==> src/rtl/i2c_slave_framer.sv <==
module i2c_slave_framer #(
  parameter logic [4:0] ADDR_HI = 5'b10100
) (
  input  logic       clk,
  input  logic       rst_n,
  input  logic       scl_i,
  input  logic       sda_i,
  input  logic [1:0] addr_sel,
  input  logic [7:0] tx_data,
  output logic       sda_oe,
  output logic [7:0] rx_data,
  output logic       rx_valid,
  output logic       rd_stb,
  output logic       start_o,
  output logic       stop_o
);

  localparam int BITS = 8;
  localparam int CW   = $clog2(BITS + 2);
  localparam logic [CW-1:0] ACK_LO = CW'(BITS);
  localparam logic [CW-1:0] ACK_HI = CW'(BITS + 1);

  typedef enum logic [2:0] {S_IDLE, S_ADDR, S_WR, S_RD, S_SKIP} st_t;

  logic [2:0]      scl_p, sda_p;
  logic            scl_f, sda_f, scl_q, sda_q;
  st_t             state;
  logic [CW-1:0]   cnt;
  logic [BITS-1:0] sr, txsr;
  logic            fresh, mack;

  always_ff @(posedge clk or negedge rst_n)
    if (!rst_n) begin
      scl_p <= '1; sda_p <= '1;
      scl_f <= 1'b1; sda_f <= 1'b1; scl_q <= 1'b1; sda_q <= 1'b1;
    end else begin
      scl_p <= {scl_p[1:0], scl_i};
      sda_p <= {sda_p[1:0], sda_i};
      if (scl_p[1] == scl_p[2]) scl_f <= scl_p[1];
      if (sda_p[1] == sda_p[2]) sda_f <= sda_p[1];
      scl_q <= scl_f;
      sda_q <= sda_f;
    end

  wire scl_rise = scl_f & ~scl_q;
  wire scl_fall = ~scl_f & scl_q;
  wire start_ev = scl_f & scl_q & sda_q & ~sda_f;
  wire stop_ev  = scl_f & scl_q & ~sda_q & sda_f;
  wire addr_hit = sr[BITS-1:1] == {ADDR_HI, addr_sel};

  always_ff @(posedge clk or negedge rst_n)
    if (!rst_n) begin
      state <= S_IDLE; cnt <= '0; sr <= '0; txsr <= '0;
      fresh <= 1'b0; mack <= 1'b0; sda_oe <= 1'b0; rx_data <= '0;
      rx_valid <= 1'b0; rd_stb <= 1'b0; start_o <= 1'b0; stop_o <= 1'b0;
    end else begin
      rx_valid <= 1'b0;
      rd_stb   <= 1'b0;
      start_o  <= 1'b0;
      stop_o   <= 1'b0;
      if (start_ev) begin
        start_o <= 1'b1;
        state   <= S_ADDR;
        cnt     <= '0;
        sda_oe  <= 1'b0;
        fresh   <= 1'b1;
      end else if (stop_ev && !fresh) begin
        stop_o <= 1'b1;
        state  <= S_IDLE;
        cnt    <= '0;
        sda_oe <= 1'b0;
      end else if (state != S_IDLE) begin
        if (scl_rise) begin
          if (cnt < ACK_LO) begin
            sr  <= {sr[BITS-2:0], sda_f};
            cnt <= cnt + 1'b1;
          end else if (cnt == ACK_LO) begin
            cnt <= ACK_HI;
            if (state == S_RD) mack <= ~sda_f;
          end
        end
        if (scl_fall) begin
          fresh <= 1'b0;
          if (cnt == ACK_LO) begin
            case (state)
              S_ADDR: if (addr_hit) sda_oe <= 1'b1; else state <= S_SKIP;
              S_WR: begin
                rx_data  <= sr;
                rx_valid <= 1'b1;
                sda_oe   <= 1'b1;
              end
              S_RD:    sda_oe <= 1'b0;
              default: sda_oe <= 1'b0;
            endcase
          end else if (cnt == ACK_HI) begin
            cnt <= '0;
            if ((state == S_ADDR && sr[0]) || (state == S_RD && mack)) begin
              state  <= S_RD;
              txsr   <= tx_data;
              sda_oe <= ~tx_data[BITS-1];
              rd_stb <= 1'b1;
            end else begin
              sda_oe <= 1'b0;
              if (state == S_ADDR) state <= S_WR;
              else if (state == S_RD) state <= S_SKIP;
            end
          end else if (state == S_RD && cnt != '0) begin
            txsr   <= {txsr[BITS-2:0], 1'b0};
            sda_oe <= ~txsr[BITS-2];
          end
        end
      end
    end

  AST_EVT_EXCL: assert property (@(posedge clk) disable iff (!rst_n)
    !(start_o && stop_o));
  AST_START_ADDR: assert property (@(posedge clk) disable iff (!rst_n)
    start_o |-> (state == S_ADDR && cnt == '0 && !sda_oe));
  AST_STOP_RELEASE: assert property (@(posedge clk) disable iff (!rst_n)
    stop_o |-> (state == S_IDLE && !sda_oe));
  AST_IDLE_QUIET: assert property (@(posedge clk) disable iff (!rst_n)
    (state == S_IDLE) |-> !sda_oe);
  AST_SKIP_QUIET: assert property (@(posedge clk) disable iff (!rst_n)
    (state == S_SKIP) |-> (!sda_oe && !rx_valid && !rd_stb));
  AST_RXV_WRITE: assert property (@(posedge clk) disable iff (!rst_n)
    rx_valid |-> (state == S_WR && sda_oe));
  AST_RDSTB_READ: assert property (@(posedge clk) disable iff (!rst_n)
    rd_stb |-> (state == S_RD && cnt == '0));
  AST_NACK_END: assert property (@(posedge clk) disable iff (!rst_n)
    (state == S_RD && $past(state) == S_RD && scl_fall && cnt == ACK_HI && !mack)
      |=> (state == S_SKIP && !sda_oe));

endmodule

==> config.mk <==
export PLATFORM = sky130hd
export DESIGN_NAME = i2c_slave_framer
export DESIGN_NICKNAME = d
export VERILOG_FILES = /design/src/rtl/i2c_slave_framer.sv
export SDC_FILE = /design/constraint.sdc
export NUM_CORES = 1
export LEC_CHECK = 0
export BUFFER_PORTS_ARGS = -buffer_cell sky130_fd_sc_hd__buf_2
export CORE_ASPECT_RATIO = 0.75
export CORE_MARGIN = 2
export CORE_UTILIZATION = 45
export DETAILED_ROUTE_END_ITERATION = 7
export PLACE_DENSITY = 0.67
export SLEW_MARGIN = 20
export SYNTH_ARGS = -nofsm -noshare
export SYNTH_HDL_FRONTEND = slang
export SYNTH_SLANG_ARGS = --single-unit
==> constraint.sdc <==
create_clock -name clk -period 1.9 [get_ports clk]
set_clock_uncertainty 0.2 [all_clocks]
set_input_delay 0.19 -clock clk [delete_from_list [all_inputs] [get_ports clk]]
set_output_delay 0.19 -clock clk [all_outputs]
set_load 0.05 [all_outputs]
==> results_dict.tcl <==
set metrics [dict create \
    grt-ovfl-total 0 \
    crit_fanout 7 \
    syn_area_per_cell_um2 11.7 \
    grt_max_degree 48 \
    syn_to_final_growth_pct 35.8 \
    drv_slew 0 \
    holdWs_ns 0.159 \
    p_leak_nw 1.37 \
    antenna_found_initial 0 \
    layout_min_cycle_time_ns 2.05 \
    cts_root_buffer "clkbuf_8" \
    ys_seq_area_share_pct 55.7 \
    tritoncts "yes" \
    critPathKind "reg -> reg" \
    failed_checks "negative setup slack" \
    netlist_instances 182 \
    synth_area_um2 2130 \
    critPathArrivalTime_ns 2.03 \
    nNetsFinal 270 \
    cp.required_ns 1.89 \
    num_vias 1624 \
    tightest_slew_ns 0.580 \
    ys_seq_elements 47 \
    n_antenna_cell 0 \
    synth_nets 199 \
    setup_violations 7 \
    routabilityCongestion 0.861 \
    fin_crit_sh_pct 108 \
    io_buffers 26 \
    drc 0 \
    drt-vias-per-instance 5.22 \
    wl_um 4600 \
    fin_setup_tns_ns -0.961 \
    layout-drive-gt1-share_pct 49.6 \
    track_usage_pct 18.2 \
    antenna_left 0 \
    status "complete, but fails checks" \
    place_worst_setup_slack_ns -0.173 \
    yosys_warnings 0 \
    clock_latency_ns 0.30 \
    hold_viol 0 \
    hold_path.class "reg -> reg" \
    grt_pass1_vias 1620 \
    io_pins 27 \
    start_util_pct 47.2 \
    dp_hpwl_um 3110 \
    clock_path_buffers 2 \
    max_cap_viol_count 0 \
    startpoint_type "register" \
    p_per_area_nw_per_um2 1420 \
    clock-sinks 47 \
    coreArea_um2 4520 \
    row_count 21 \
    dieArea_um2 5320 \
    drt-initial-drc-count 126 \
    crit_path_end_kind "register" \
    synth.distinct_cells 44 \
    die_w_um 83.5 \
    peakVddDrop_v 0.000906 \
    drtPass1Iterations 4 \
    wl_per_cell_um 14.8 \
    rsz0062_at_grt "yes" \
    fin_ws_ns -0.147 \
    grt_pass1_wl_um 7650 \
    cts_inserted_buffers 5 \
    die_h_um 63.6 \
    power_mw 4.11 \
    path_clk_slew_ns 0.08 \
    slew_headroom_pct 61.4 \
    fmax_mhz 488 \
    htree_levels 2 \
]
cell type report:
class	count	area, um^2
Multi-Input combinational cell	126	1040
Tap cell	57	71.3
Timing Repair Buffer	69	489
Clock buffer	6	82.6
Fill cell	348	1620
Sequential cell	47	1190
Clock inverter	2	11.3
Inverter	4	15.0
cells by family after synthesis:
| family | after synthesis | share of synthesized area [%] |
|---|---|---|
| xor+xnor | 3 | 1.23 |
| flops | 47 | 55.7 |
| simple gates | 59 | 14.7 |
| buf+inv | 10 | 2.46 |
| mux | 26 | 13.1 |
| fa+ha+maj | 5 | 2.70 |
| compound gates | 32 | 10.1 |
state kept, by name, indices dropped and copies added, names as in the netlist, 3 cells and up:
name	flops
rx_data	8
sr	8
txsr	7
cnt	4
scl_p	3
sda_p	3
state	3
path summary, 6_finish.rpt:
| check | slack (ns) | endpoint | cells after the start | from |
|---|---|---|---|---|
| hold / removal | 0.16 | scl_p[1]$_DFF_PN1_ | 0 | scl_p[0]$_DFF_PN1_ |
| min in group asynchronous | 0.30 | cnt[3]$_DFFE_PN0P_ | 3 | rst_n |
| setup reg to reg | -0.15 | txsr[0]$_DFFE_PN0P_ | 7 | cnt[1]$_DFFE_PN0P_ |
| hold reg to reg | 0.16 | scl_p[1]$_DFF_PN1_ | 0 | scl_p[0]$_DFF_PN1_ |
| setup / recovery | -0.15 | txsr[0]$_DFFE_PN0P_ | 7 | cnt[1]$_DFFE_PN0P_ |
| max in group asynchronous | 0.80 | rx_data[0]$_DFFE_PN0P_ | 3 | rst_n |
metrics by stage:
step           cells  instance area [um^2]  util, %
6_report         311                  2900     64.1
5_1_grt          311                  2900     64.1
4_1_cts          310                  2790     61.6
3_5_place_dp     287                  2510     55.6
3_3_place_gp     287                  2510     55.6
2_1_floorplan    182                  2140        -
synthesized netlist by cell type (all sizes together):
master,count,share of area [%]
a221oi,1,0.41
or3,3,0.88
nand3b,1,0.35
xnor2,3,1.2
mux2,16,8.4
buf,5,1.6
a211o,1,0.41
mux2i,10,4.7
and2,1,0.41
a32oi,2,0.82
nor2,15,2.6
o22ai,1,0.29
nand4b,1,0.41
a21oi,6,1.4
a32o,1,0.47
maj3,2,0.94
and4,1,0.41
nand2,15,2.8
inv,4,0.70
ha,3,1.8
o2111ai,1,0.41
nand3,5,1.4
o31ai,3,1.1
nor3,5,1.2
and2b,1,0.47
a311oi,1,0.41
o21ai,12,3.3
nand2b,7,2.5
nor4,2,0.59
clkbuf,1,0.18
nor4b,1,0.41
nor2b,1,0.29
o211ai,1,0.35
dfrtp,37,43
a21o,2,0.70
dfstp,10,12
routing by layer:
layer | part of all wire [%] | track usage [%] | up-vias
met2 | 44 | 27.6 | 34
met5 | 0 | 0 | -
li1 | - | - | 792
met4 | 1.0 | 6.05 | 0
met3 | 4.3 | 4.33 | 4
met1 | 50 | 25.7 | 794
timing repair:
item                                    4_1_cts  5_1_grt
gates cloned                                  1        0
buffers inserted                              4        2
pin swaps                                     2       13
gates resized for setup                       9       23
endpoints found under the setup margin       17       23
hold buffers                                 10        0
hold endpoints to repair                     46        0
critical path, cell delays in order (launching register included):
cell	delay, ns
dfrtp_1	0.40
inv_2	0.09
ha_4	0.13
nand3b_1	0.14
or3_4	0.45
a211o_4	0.40
nand2_2	0.08
o31ai_1	0.06
cell usage in the layout, fill, tap and decap left out, types with 6 or more instances in the layout:
| cell | instances |
|---|---|
| clkbuf_8 | 6 |
| nand2_2 | 8 |
| buf_4 | 30 |
| nand2_1 | 7 |
| nor2_1 | 14 |
| dfstp_2 | 10 |
| a21oi_1 | 6 |
| o21ai_0 | 6 |
| mux2_2 | 16 |
| mux2i_1 | 10 |
| dfrtp_1 | 37 |
| dlygate4sd3_1 | 10 |
| buf_2 | 26 |
report_power, final:
part | leakage [nW] | internal, mW | switching, mW
Combinational | 0.753 | 0.951 | 1.04
Sequential | 0.575 | 1.28 | 0.223
Clock | 0.0449 | 0.291 | 0.324
Total | 1.37 | 2.52 | 1.58
No activity file was read; power rests on OpenSTA's default activity.
